[src/rtl/i2s_rx_pkg.sv]
package i2s_rx_pkg;

    localparam int OUT_W = 32;

    typedef enum logic [1:0] {
        FMT_I2S = 2'd0,
        FMT_LJ  = 2'd1,
        FMT_RJ  = 2'd2,
        FMT_ALT = 2'd3
    } fmt_e;

    typedef enum logic [1:0] {
        ST_IDLE,
        ST_SEEK,
        ST_LEFT,
        ST_RIGHT
    } rx_state_e;

    function automatic logic [7:0] wlen_bits(input logic [1:0] code);
        case (code)
            2'd0:    return 8'd16;
            2'd1:    return 8'd24;
            default: return 8'd32;
        endcase
    endfunction

    function automatic logic [OUT_W-1:0] sign_ext(input logic [OUT_W-1:0] v,
                                                    input logic [1:0] code);
        case (code)
            2'd0:    return {{16{v[15]}}, v[15:0]};
            2'd1:    return {{8{v[23]}}, v[23:0]};
            default: return v;
        endcase
    endfunction

endpackage

[src/rtl/i2s_rx_clkgen.sv]
module i2s_rx_clkgen #(
    parameter int NLANES    = 3,
    parameter int MIN_FRAME = 32
) (
    input  logic              clk,
    input  logic              rst_n,
    input  logic              en,
    input  logic              master,
    input  logic              div4,
    input  logic [1:0]        frame_sel,
    input  logic              bclk_inv,
    input  logic              ws_inv,
    input  logic              bclk_i,
    input  logic              ws_i,
    input  logic [NLANES-1:0] sd_i,
    output logic              stb,
    output logic              ws_smp,
    output logic [NLANES-1:0] sd_smp,
    output logic              bclk_o,
    output logic              ws_o
);
    localparam int HALF_MAX = MIN_FRAME * 2;
    localparam int FC_W     = $clog2(HALF_MAX);

    logic            run, tick, hcnt, ph, ws_r;
    logic [FC_W-1:0] fcnt, half_last;
    logic [2:0]      bsync;
    logic [1:0]      wsync;
    logic [NLANES-1:0] sd_s1, sd_s2;
    logic            smp_lvl, s_stb;

    assign run  = en && master;
    assign tick = run && (hcnt == div4);

    always_comb begin
        case (frame_sel)
            2'd0:    half_last = FC_W'(MIN_FRAME / 2 - 1);
            2'd1:    half_last = FC_W'(MIN_FRAME - 1);
            default: half_last = FC_W'(HALF_MAX - 1);
        endcase
    end

    // master clock generation: ph 0->1 is the sampling edge, 1->0 the launch edge
    always_ff @(posedge clk or negedge rst_n) begin
        if (!rst_n) begin
            hcnt <= 1'b0;
            ph   <= 1'b0;
            ws_r <= 1'b0;
            fcnt <= '0;
        end else if (!run) begin
            hcnt <= 1'b0;
            ph   <= 1'b0;
            ws_r <= 1'b0;
            fcnt <= '0;
        end else begin
            hcnt <= tick ? 1'b0 : ~hcnt;
            if (tick) begin
                ph <= ~ph;
                if (ph) begin
                    if (fcnt == half_last) begin
                        fcnt <= '0;
                        ws_r <= ~ws_r;
                    end else begin
                        fcnt <= fcnt + 1'b1;
                    end
                end
            end
        end
    end

    // slave input synchronizers, equal depth so clocks and data stay aligned
    always_ff @(posedge clk or negedge rst_n) begin
        if (!rst_n) begin
            bsync <= '0;
            wsync <= '0;
            sd_s1 <= '0;
            sd_s2 <= '0;
        end else begin
            bsync <= {bsync[1:0], bclk_i};
            wsync <= {wsync[0], ws_i};
            sd_s1 <= sd_i;
            sd_s2 <= sd_s1;
        end
    end

    assign smp_lvl = ~bclk_inv;
    assign s_stb   = en && !master && (bsync[1] == smp_lvl) && (bsync[2] != smp_lvl);

    assign stb    = master ? (tick && !ph) : s_stb;
    assign ws_smp = master ? (ws_r ^ ws_inv) : wsync[1];
    assign sd_smp = master ? sd_i : sd_s2;
    assign bclk_o = master ? (ph ^ bclk_inv) : 1'b0;
    assign ws_o   = master ? (ws_r ^ ws_inv) : 1'b0;

    // sampling strobes are never back to back
    a_r3_stb_gap: assert property (@(posedge clk) disable iff (!rst_n)
        stb |=> !stb);

    // the generated word clock only moves on a launch edge of the bit clock
    a_r9_ws_on_launch: assert property (@(posedge clk) disable iff (!rst_n)
        (run && $past(run) && !$stable(ws_r)) |-> ($past(ph) && !ph));

endmodule

[src/rtl/i2s_rx_frame_fsm.sv]
module i2s_rx_frame_fsm
    import i2s_rx_pkg::*;
#(
    parameter int CNT_W = 8
) (
    input  logic       clk,
    input  logic       rst_n,
    input  logic       en,
    input  logic       stb,
    input  logic       ws_smp,
    input  logic       ws_inv,
    input  logic [1:0] fmt,
    input  logic [1:0] wlen,
    output logic       load,
    output logic       shift,
    output logic       emit,
    output logic       emit_right
);
    rx_state_e        state, nxt;
    logic             now, now_q, dly_q, eff_cur, eff_old, bnd, is_i2s, is_rj;
    logic [CNT_W-1:0] cnt, nbits;

    assign is_i2s  = (fmt_e'(fmt) == FMT_I2S);
    assign is_rj   = (fmt_e'(fmt) == FMT_RJ);
    assign nbits   = CNT_W'(wlen_bits(wlen));
    assign now     = ws_smp ^ ws_inv;             // 1 = right channel
    assign eff_cur = is_i2s ? now_q : now;
    assign eff_old = is_i2s ? dly_q : now_q;
    assign bnd     = stb && (eff_cur != eff_old);

    always_ff @(posedge clk or negedge rst_n) begin
        if (!rst_n) begin
            now_q <= 1'b0;
            dly_q <= 1'b0;
            cnt   <= '0;
        end else if (!en) begin
            now_q <= 1'b0;
            dly_q <= 1'b0;
            cnt   <= '0;
        end else if (stb) begin
            now_q <= now;
            dly_q <= now_q;
            if (bnd)
                cnt <= CNT_W'(1);
            else if (cnt != {CNT_W{1'b1}})
                cnt <= cnt + 1'b1;
        end
    end

    always_comb begin
        nxt = state;
        if (!en) begin
            nxt = ST_IDLE;
        end else begin
            unique case (state)
                ST_IDLE:  nxt = ST_SEEK;
                ST_SEEK:  if (bnd && !eff_cur) nxt = ST_LEFT;
                ST_LEFT:  if (bnd) nxt = ST_RIGHT;
                ST_RIGHT: if (bnd) nxt = ST_LEFT;
            endcase
        end
    end

    always_ff @(posedge clk or negedge rst_n) begin
        if (!rst_n) state <= ST_IDLE;
        else        state <= nxt;
    end

    always_comb begin
        load       = 1'b0;
        shift      = 1'b0;
        emit       = 1'b0;
        emit_right = 1'b0;
        unique case (state)
            ST_IDLE: ;
            ST_SEEK: begin
                load  = bnd;
                shift = stb && !bnd;
            end
            ST_LEFT, ST_RIGHT: begin
                load       = bnd;
                shift      = stb && !bnd && (is_rj || cnt < nbits);
                emit       = bnd && (cnt >= nbits);
                emit_right = (state == ST_RIGHT);
            end
        endcase
    end

    // dropping the global enable always returns the controller to IDLE
    a_r7_idle_when_off: assert property (@(posedge clk) disable iff (!rst_n)
        !en |=> (state == ST_IDLE));

    // a right half can only follow a left half
    a_r5_right_after_left: assert property (@(posedge clk) disable iff (!rst_n)
        (state == ST_RIGHT && $past(state) != ST_RIGHT) |-> ($past(state) == ST_LEFT));

endmodule

[src/rtl/i2s_rx_lane.sv]
module i2s_rx_lane
    import i2s_rx_pkg::*;
(
    input  logic             clk,
    input  logic             rst_n,
    input  logic             en,
    input  logic             lane_en,
    input  logic             load,
    input  logic             shift,
    input  logic             emit,
    input  logic             sd,
    input  logic [1:0]       wlen,
    input  logic             take,
    output logic [OUT_W-1:0] word_q,
    output logic             vld_q,
    output logic             ovr_q
);
    logic [OUT_W-1:0] sr;
    logic             full_q, new_w;

    assign new_w = emit && lane_en && en;

    always_ff @(posedge clk or negedge rst_n) begin
        if (!rst_n)     sr <= '0;
        else if (load)  sr <= {{(OUT_W-1){1'b0}}, sd};
        else if (shift) sr <= {sr[OUT_W-2:0], sd};
    end

    always_ff @(posedge clk or negedge rst_n) begin
        if (!rst_n) begin
            word_q <= '0;
            vld_q  <= 1'b0;
            full_q <= 1'b0;
            ovr_q  <= 1'b0;
        end else begin
            vld_q <= new_w;
            if (new_w) begin
                word_q <= sign_ext(sr, wlen);
                full_q <= 1'b1;
            end else if (take) begin
                full_q <= 1'b0;
            end
            if (!en)
                ovr_q <= 1'b0;
            else if (new_w && full_q && !take)
                ovr_q <= 1'b1;
        end
    end

    // a delivered word is flagged for exactly one cycle
    a_r6_vld_pulse: assert property (@(posedge clk) disable iff (!rst_n)
        vld_q |=> !vld_q);

    // no delivery unless both enables were high
    a_r7_vld_gated: assert property (@(posedge clk) disable iff (!rst_n)
        vld_q |-> $past(en && lane_en));

    // overrun holds while the global enable stays high
    a_r8_ovr_sticky: assert property (@(posedge clk) disable iff (!rst_n)
        (ovr_q && en) |=> ovr_q);

endmodule

[src/rtl/i2s_rx.sv]
module i2s_rx
    import i2s_rx_pkg::*;
#(
    parameter int NLANES    = 3,
    parameter int MIN_FRAME = 32,
    parameter int CNT_W     = 8
) (
    input  logic                    clk,
    input  logic                    rst_n,
    input  logic                    glb_en,
    input  logic [NLANES-1:0]       lane_en,
    input  logic                    master_en,
    input  logic                    div4_sel,
    input  logic [1:0]              frame_sel,
    input  logic [1:0]              fmt_sel,
    input  logic [1:0]              wlen_sel,
    input  logic                    bclk_inv,
    input  logic                    ws_inv,
    input  logic                    bclk_i,
    input  logic                    ws_i,
    input  logic [NLANES-1:0]       sd_i,
    input  logic [NLANES-1:0]       take_i,
    output logic                    bclk_o,
    output logic                    ws_o,
    output logic [NLANES*OUT_W-1:0] word_o,
    output logic [NLANES-1:0]       word_vld_o,
    output logic                    word_right_o,
    output logic [NLANES-1:0]       overrun_o
);
    logic              stb, ws_smp, load, shift, emit, emit_right, tag_q;
    logic [NLANES-1:0] sd_smp;

    i2s_rx_clkgen #(.NLANES(NLANES), .MIN_FRAME(MIN_FRAME)) u_clk (
        .clk(clk), .rst_n(rst_n), .en(glb_en), .master(master_en),
        .div4(div4_sel), .frame_sel(frame_sel), .bclk_inv(bclk_inv),
        .ws_inv(ws_inv), .bclk_i(bclk_i), .ws_i(ws_i), .sd_i(sd_i),
        .stb(stb), .ws_smp(ws_smp), .sd_smp(sd_smp),
        .bclk_o(bclk_o), .ws_o(ws_o)
    );

    i2s_rx_frame_fsm #(.CNT_W(CNT_W)) u_fsm (
        .clk(clk), .rst_n(rst_n), .en(glb_en), .stb(stb), .ws_smp(ws_smp),
        .ws_inv(ws_inv), .fmt(fmt_sel), .wlen(wlen_sel),
        .load(load), .shift(shift), .emit(emit), .emit_right(emit_right)
    );

    for (genvar g = 0; g < NLANES; g++) begin : g_lane
        i2s_rx_lane u_lane (
            .clk(clk), .rst_n(rst_n), .en(glb_en), .lane_en(lane_en[g]),
            .load(load), .shift(shift), .emit(emit), .sd(sd_smp[g]),
            .wlen(wlen_sel), .take(take_i[g]),
            .word_q(word_o[g*OUT_W +: OUT_W]), .vld_q(word_vld_o[g]),
            .ovr_q(overrun_o[g])
        );
    end

    always_ff @(posedge clk or negedge rst_n) begin
        if (!rst_n)    tag_q <= 1'b0;
        else if (emit) tag_q <= emit_right;
    end

    assign word_right_o = tag_q;

endmodule

[config.mk]
export PLATFORM = sky130hd
export DESIGN_NAME = i2s_rx
export DESIGN_NICKNAME = d
export VERILOG_FILES = /design/src/rtl/i2s_rx_pkg.sv /design/src/rtl/i2s_rx_clkgen.sv /design/src/rtl/i2s_rx_frame_fsm.sv /design/src/rtl/i2s_rx_lane.sv /design/src/rtl/i2s_rx.sv
export SDC_FILE = /design/constraint.sdc
export NUM_CORES = 1
export LEC_CHECK = 0
export BUFFER_PORTS_ARGS = -buffer_cell sky130_fd_sc_hd__clkbuf_2
export CORE_AREA = 2 2 152 154
export CTS_CLUSTER_SIZE = 10
export DETAILED_ROUTE_END_ITERATION = 6
export DIE_AREA = 0 0 154 156
export PLACE_DENSITY_LB_ADDON = 0.2
export SYNTH_ARGS = -nofsm -noshare
export SYNTH_HDL_FRONTEND = slang
export SYNTH_SLANG_ARGS = --single-unit
[constraint.sdc]
create_clock -name clk -period 2.5 [get_ports clk]
set_input_delay 0.125 -clock clk [delete_from_list [all_inputs] [get_ports clk]]
set_output_delay 0.125 -clock clk [all_outputs]
set_load 0.1 [all_outputs]
* After elaboration in Yosys (flattened, before gate mapping) *
Index checks and enable logic that the tools add are counted.

cells by class
  add/sub/neg operators = 2
  magnitude comparators = 2
  eq/ne operators = 23
  muxes and demuxes = 59
  bitwise logic cells = 7
  reductions and logical operators = 45

operators by type and width
  operator                                               count
  2-to-1 mux 32 bit                                      6
  case mux 32 bit (2 select lines)                       3
  2-to-1 mux 1 bit                                       33
  2-to-1 mux 8 bit                                       4
  2-to-1 mux 6 bit                                       4
  case mux 6 bit (2 select lines)                        2
  logical AND 1 bit                                      23
  inequality test 3 x 2 -> 1 bit, second input constant  3
  adder 8 x 1 -> 8 bit, second input constant            1
  >= comparator 8 bit                                    1
  logical NOT 2 bit                                      4
  less-than comparator 8 bit                             1
  2-to-1 mux 2 bit                                       4
  inequality test 2 x 1 -> 1 bit, second input constant  4
  inequality test 8 bit, second input constant           1
  case mux 2 bit (4 select lines)                        1
  nonzero test 2 bit                                     4
  logical NOT 1 bit                                      7
  adder 6 x 1 -> 6 bit, second input constant            1
  equality test 2 x 1 -> 1 bit, second input constant    3
  equality test 2 bit, second input constant             3
  equality test 6 bit                                    1
  inequality test 2 bit, second input constant           3
  AND reduction 3 bit                                    2
  other kinds (11)                                       19

storage, ports and cells
  register bits after elaboration = 234
  input bits = 24
  output and inout port bits = 105

* Logic depth before layout (Yosys ltp) *
  depth in word-level cells = 14
  mapped depth = 12

* Modules after synthesis *
From an unflattened synthesis, not the netlist that was laid out.

unflattened totals
  cells, all modules = 964
  area total of the unflattened synthesis = 10,132.2 sq um

modules (own cells, without submodules)
  module            times used  cells an instance  area each (sq um)
  i2s_rx_lane       3           262                2,760.1
  i2s_rx_frame_fsm  1           100                940.9
  i2s_rx_clkgen     1           76                 870.8
  i2s_rx            1           2                  40.0

* Least setup slack after synthesis *
Ideal clock, no wire load.

  path type = input to register
  start = input wlen_sel[1]
  end = register g_lane[2].u_lane.sr[15]
  arrival = 2.718 ns
  data required time = 2.379 ns
  setup slack = -0.339 ns
  stages on the path = 12
  buffers on the path = 5
  path through = clkbuf_1 > clkbuf_1 > buf_1 > inv_1 > ha_1 > a2111oi_2 > o21ai_0 > nand3_1 > o221ai_2 > buf_2 > buf_4 > a22o_1

on the way
  word-level cells in the longest chain between the ends = 7
  elaborated cells on any way between the ends = 8
  classes of those cells = order compare (1); eq/ne (1); mux (2); reduce/logical (4)

ends and longest elaborated chain
  item                                                               RTL line                source
  start: declaration                                                 i2s_rx.sv:16            input logic [1:0] wlen_sel,
  equality test 2 x 1 -> 1 bit or logical NOT 2 bit (tied branches)  i2s_rx_pkg.sv:20        case (code)
  case mux 6 bit (2 select lines) (*)                                i2s_rx_pkg.sv:20
  less-than comparator 8 bit (*)                                     i2s_rx_frame_fsm.sv:82  shift = stb && !bnd && (is_rj || cnt < nbits);
  logical OR 1 bit (*)                                               i2s_rx_frame_fsm.sv:82
  logical AND 1 bit (*)                                              i2s_rx_frame_fsm.sv:82
  case mux 1 bit (2 select lines) (*)                                i2s_rx_frame_fsm.sv:74  unique case (state)
  nonzero test 2 bit (no line) (*)                                   n/a
  end signal: assignment                                             i2s_rx_lane.sv:25       else if (load) sr <= {{(OUT_W-1){1'b0}}, sd};
  end signal: assignment                                             i2s_rx_lane.sv:26       else if (shift) sr <= {sr[OUT_W-2:0], sd};
  end: declaration                                                   i2s_rx_lane.sv:18       logic [OUT_W-1:0] sr;

Every way passes the cells marked *; elsewhere a longest branch is shown, timed or not.
A chain may end at the register's enable or synchronous reset.

* Worst setup path after layout *
  start = register u_clk.bsync[2]
  end = register g_lane[1].u_lane.word_q[5]

on the way
  word-level cells in the longest chain between the ends = 8

ends and longest elaborated chain
  item                            RTL line                source
  start: declaration              i2s_rx_clkgen.sv:27     logic [2:0] bsync;
  start signal: assignment        i2s_rx_clkgen.sv:79     bsync <= {bsync[1:0], bclk_i};
  inequality test 1 bit           i2s_rx_clkgen.sv:87     assign s_stb = en && !master && (bsync[1] == smp_lvl) && (bsync[2] != smp_lvl);
  logical AND 1 bit               i2s_rx_clkgen.sv:87
  2-to-1 mux 1 bit                i2s_rx_clkgen.sv:89     assign stb = master ? (tick && !ph) : s_stb;
  logical AND 1 bit               i2s_rx_frame_fsm.sv:29  assign bnd = stb && (eff_cur != eff_old);
  logical AND 1 bit               i2s_rx_frame_fsm.sv:83  emit = bnd && (cnt >= nbits);
  2-to-1 mux 1 bit                i2s_rx_frame_fsm.sv:74
  logical AND 1 bit (2 in a row)  i2s_rx_lane.sv:21       assign new_w = emit && lane_en && en;
  end signal: assignment          i2s_rx_lane.sv:38       word_q <= sign_ext(sr, wlen);
  end: declaration                i2s_rx_lane.sv:14       output logic [OUT_W-1:0] word_q,

Every way passes these cells.

==> results.json <==
{
  "status": "completed",
  "clkSinkCount": 234,
  "synth.top_cells.by_count": "dfrtp_1, a22o_1, mux2_4, nand2_1, inv_1",
  "ys_types": 59,
  "dominantRegCellSynth": "dfrtp_1",
  "maxSlewViolCount": 0,
  "drt_iter0_drc": 321,
  "cap_violations": 0,
  "powerDensity_nw_per_um2": 661,
  "synth.top_cell.area_share_pct": 59.2,
  "cts_tree": "yes",
  "dp_hpwl_um": 13700,
  "grt_pass1_wl_um": 34300,
  "htree_levels": 1,
  "end_kind": "flop",
  "fin_util_pct": 52.1,
  "cts_setup_buffers": 0,
  "wire_per_inst_um": 17.9,
  "vdd_drop_max_uv": 508,
  "syn_inst": 730,
  "tightest_slew_ns": 0.589,
  "core-area_sq_um": 22400,
  "viasPerCell": 5.42,
  "whs_path_depth": 4,
  "drive_gt1_share_pct": 31.6,
  "fin_crit_sh_pct": 95.6,
  "hold_viol": 0,
  "ys_top_cells_by_area": "dfrtp_1, mux2_4, a22o_1",
  "grt_util_all_layers_pct": 17.4,
  "crit_type": "flop to flop",
  "yosys_warnings": 0,
  "synth_edf_count": 0,
  "cp_cell_sequence": "or3b_1, a211o_1, a221oi_4, and3_2, buf_12, mux2_2",
  "drc": 0,
  "grt_max_degree": 73,
  "synth_area_sq_um": 9890,
  "required_ns": 2.91,
  "clock.fmax_mhz": 418,
  "postRouteAntennaNets": 0,
  "port-buffer-count": 128,
  "yosysMostFrequentCell": "dfrtp_1",
  "cts-root-buf": "clkbuf_16",
  "worstPathArrival_ns": 2.80,
  "setup_tns_ns": 0,
  "multiInputGateArea_sq_um": 3540,
  "yosysSeqAreaShare_pct": 59.2,
  "leakagePower_nw": 5.90,
  "hp-class": "primary input to flop",
  "fp.dieW_um": 154,
  "grt_pass1_vias": 6549,
  "gp_congestion": 0.772,
  "clock_path_buffers": 3,
  "clk_latency_ns": 0.52,
  "relSlewSlack_pct": 60.9,
  "yosys.area.top_type": "dfrtp_1",
  "nFillCells": 1890,
  "cp_slowest_cell": "dfrtp_1",
  "syn_avg_cell_area_sq_um": 13.5,
  "area_growth_pct": 17.8,
  "reg2regPathDepth": 6,
  "design.die.area_sq_um": 24000,
  "rsz0062_at_grt": "no",
  "initial_core_util_pct": 44.2,
  "period_needed_ns": 2.39,
  "routed_wirelength_um": 20700,
  "io_pins": 129,
  "antennaDiodeCount": 0,
  "register_area_sq_um": 5860,
  "grt_antenna_before_repair": 1,
  "path_clk_slew_ns": 0.06,
  "vias": 6275,
  "syn-num-nets": 760,
  "grt_overflow_total": 0,
  "crit_fanout": 31,
  "rows": 55,
  "async_flop_share_pct": 100,
  "numCtsBuffers": 27,
  "fin_nets": 901,
  "dieHeight_um": 156,
  "final-setup-viol-count": 0,
  "slowest_delay_ns": 0.37,
  "drt-pass1-iter-count": 4,
  "critPathLaunchType": "flop",
  "skew_ns": 0.00775,
  "ys_seq_elements": 234
}
-- cell type report --
cell class / instances / area share, %
clock buffer: 29 / 5.95
tap: 285 / 3.06
timing repair buffer: 165 / 9.13
multi-input combinational: 409 / 30.4
sequential: 234 / 50.3
inverter: 34 / 1.10
clock inverter: 2 / 0.118
-- timing repair --
| action | CTS | global route |
|---|---|---|
| endpoints found under the setup margin | 0 | 54 |
| hold buffers | 11 | 0 |
| gates resized for setup | 0 | 2 |
| hold endpoints to repair | 84 | 0 |
-- power by group --
group          internal (W)  switching, W
clock               0.00193       0.00138
sequential          0.00387     0.0000663
combinational      0.000151      0.000295
total               0.00596       0.00175
-- cell families after synthesis --
logic type	after synthesis	synth area share [%]
fa+ha+maj	6	0.759
buf+inv	87	5.37
xor+xnor	12	1.29
simple gates	96	4.82
compound gates	186	14.3
mux	109	14.2
flops	234	59.2
-- per-layer routing --
metal	share of wire (%)	up-vias	routed length [um]	track usage, %
li1	-	2891	-	-
met1	44	3192	9170	23.2
met2	48	152	9930	28.8
met3	5.3	38	1100	3.69
met4	2.3	2	478	5.30
met5	0.058	-	12	0
-- cells in the final DEF (no fill, tap or decap), types with 4 or more instances in the layout --
cell type and count:
xor2_1 4, o21ai_0 32, dfrtp_1 234, buf_12 8, xnor2_1 5, a22o_1 93, nand3_1 11, and2_1 4
nor2_1 12, clkbuf_16 27, mux2_2 20, clkbuf_2 127, inv_1 33, mux2_4 57, buf_4 16, a211oi_1 4
a21oi_1 31, mux2i_1 29, ha_1 6, dlygate4sd3_1 11, nand2_1 41, a21o_1 4
-- flip-flops by register name, summed over array words and instances, names as in the netlist, 3 cells and up --
name / count
g_lane.u_lane.word_q: 96
g_lane.u_lane.ovr_q: 3
u_clk.sd_s2: 3
g_lane.u_lane.vld_q: 3
u_fsm.cnt: 8
u_clk.bsync: 3
g_lane.u_lane.sr: 96
u_clk.fcnt: 6
u_clk.sd_s1: 3
g_lane.u_lane.full_q: 3
-- worst max-delay path, delay by kind of cell (launching register included) --
family,cells,cell delay [ns]
buffers and inverters,1,0.25
and+or+nand+nor,2,0.61
DFF,1,0.37
AOI/OAI and AO/OA,2,0.67
muxes,1,0.36
-- path summary, 6_finish.rpt --
| check | start | to | slack [ns] |
|---|---|---|---|
| setup / recovery | u_clk.bsync[2]$_DFF_PN0_ | g_lane[1].u_lane.word_q[5]$_DFFE_PN0P_ | 0.11 |
| hold / removal | master_en | u_clk.fcnt[2]$_DFFE_PN0P_ | 0.05 |
| setup reg to reg | u_clk.bsync[2]$_DFF_PN0_ | g_lane[1].u_lane.word_q[5]$_DFFE_PN0P_ | 0.11 |
| hold reg to reg | u_clk.sd_s1[0]$_DFF_PN0_ | u_clk.sd_s2[0]$_DFF_PN0_ | 0.35 |
| max in group asynchronous | rst_n | g_lane[1].u_lane.word_q[14]$_DFFE_PN0P_ | 1.51 |
| min in group asynchronous | rst_n | g_lane[0].u_lane.vld_q$_DFF_PN0_ | 0.16 |
-- metrics by stage --
step           hold WS, ns  power, W  std cells  cell area (sq um)  setup slack [ns]
6_report            0.0479   0.00770       1158              11600             0.110
3_3_place_gp         0.116   0.00443       1117              10800             0.169
5_1_grt             0.0769   0.00801       1158              11600            0.0333
4_1_cts             0.0286   0.00781       1159              11600            0.0754
2_1_floorplan       -0.171   0.00424        730               9900            0.0135
3_5_place_dp         0.128   0.00445       1117              10800             0.104
No activity file was read; power rests on OpenSTA's default activity.
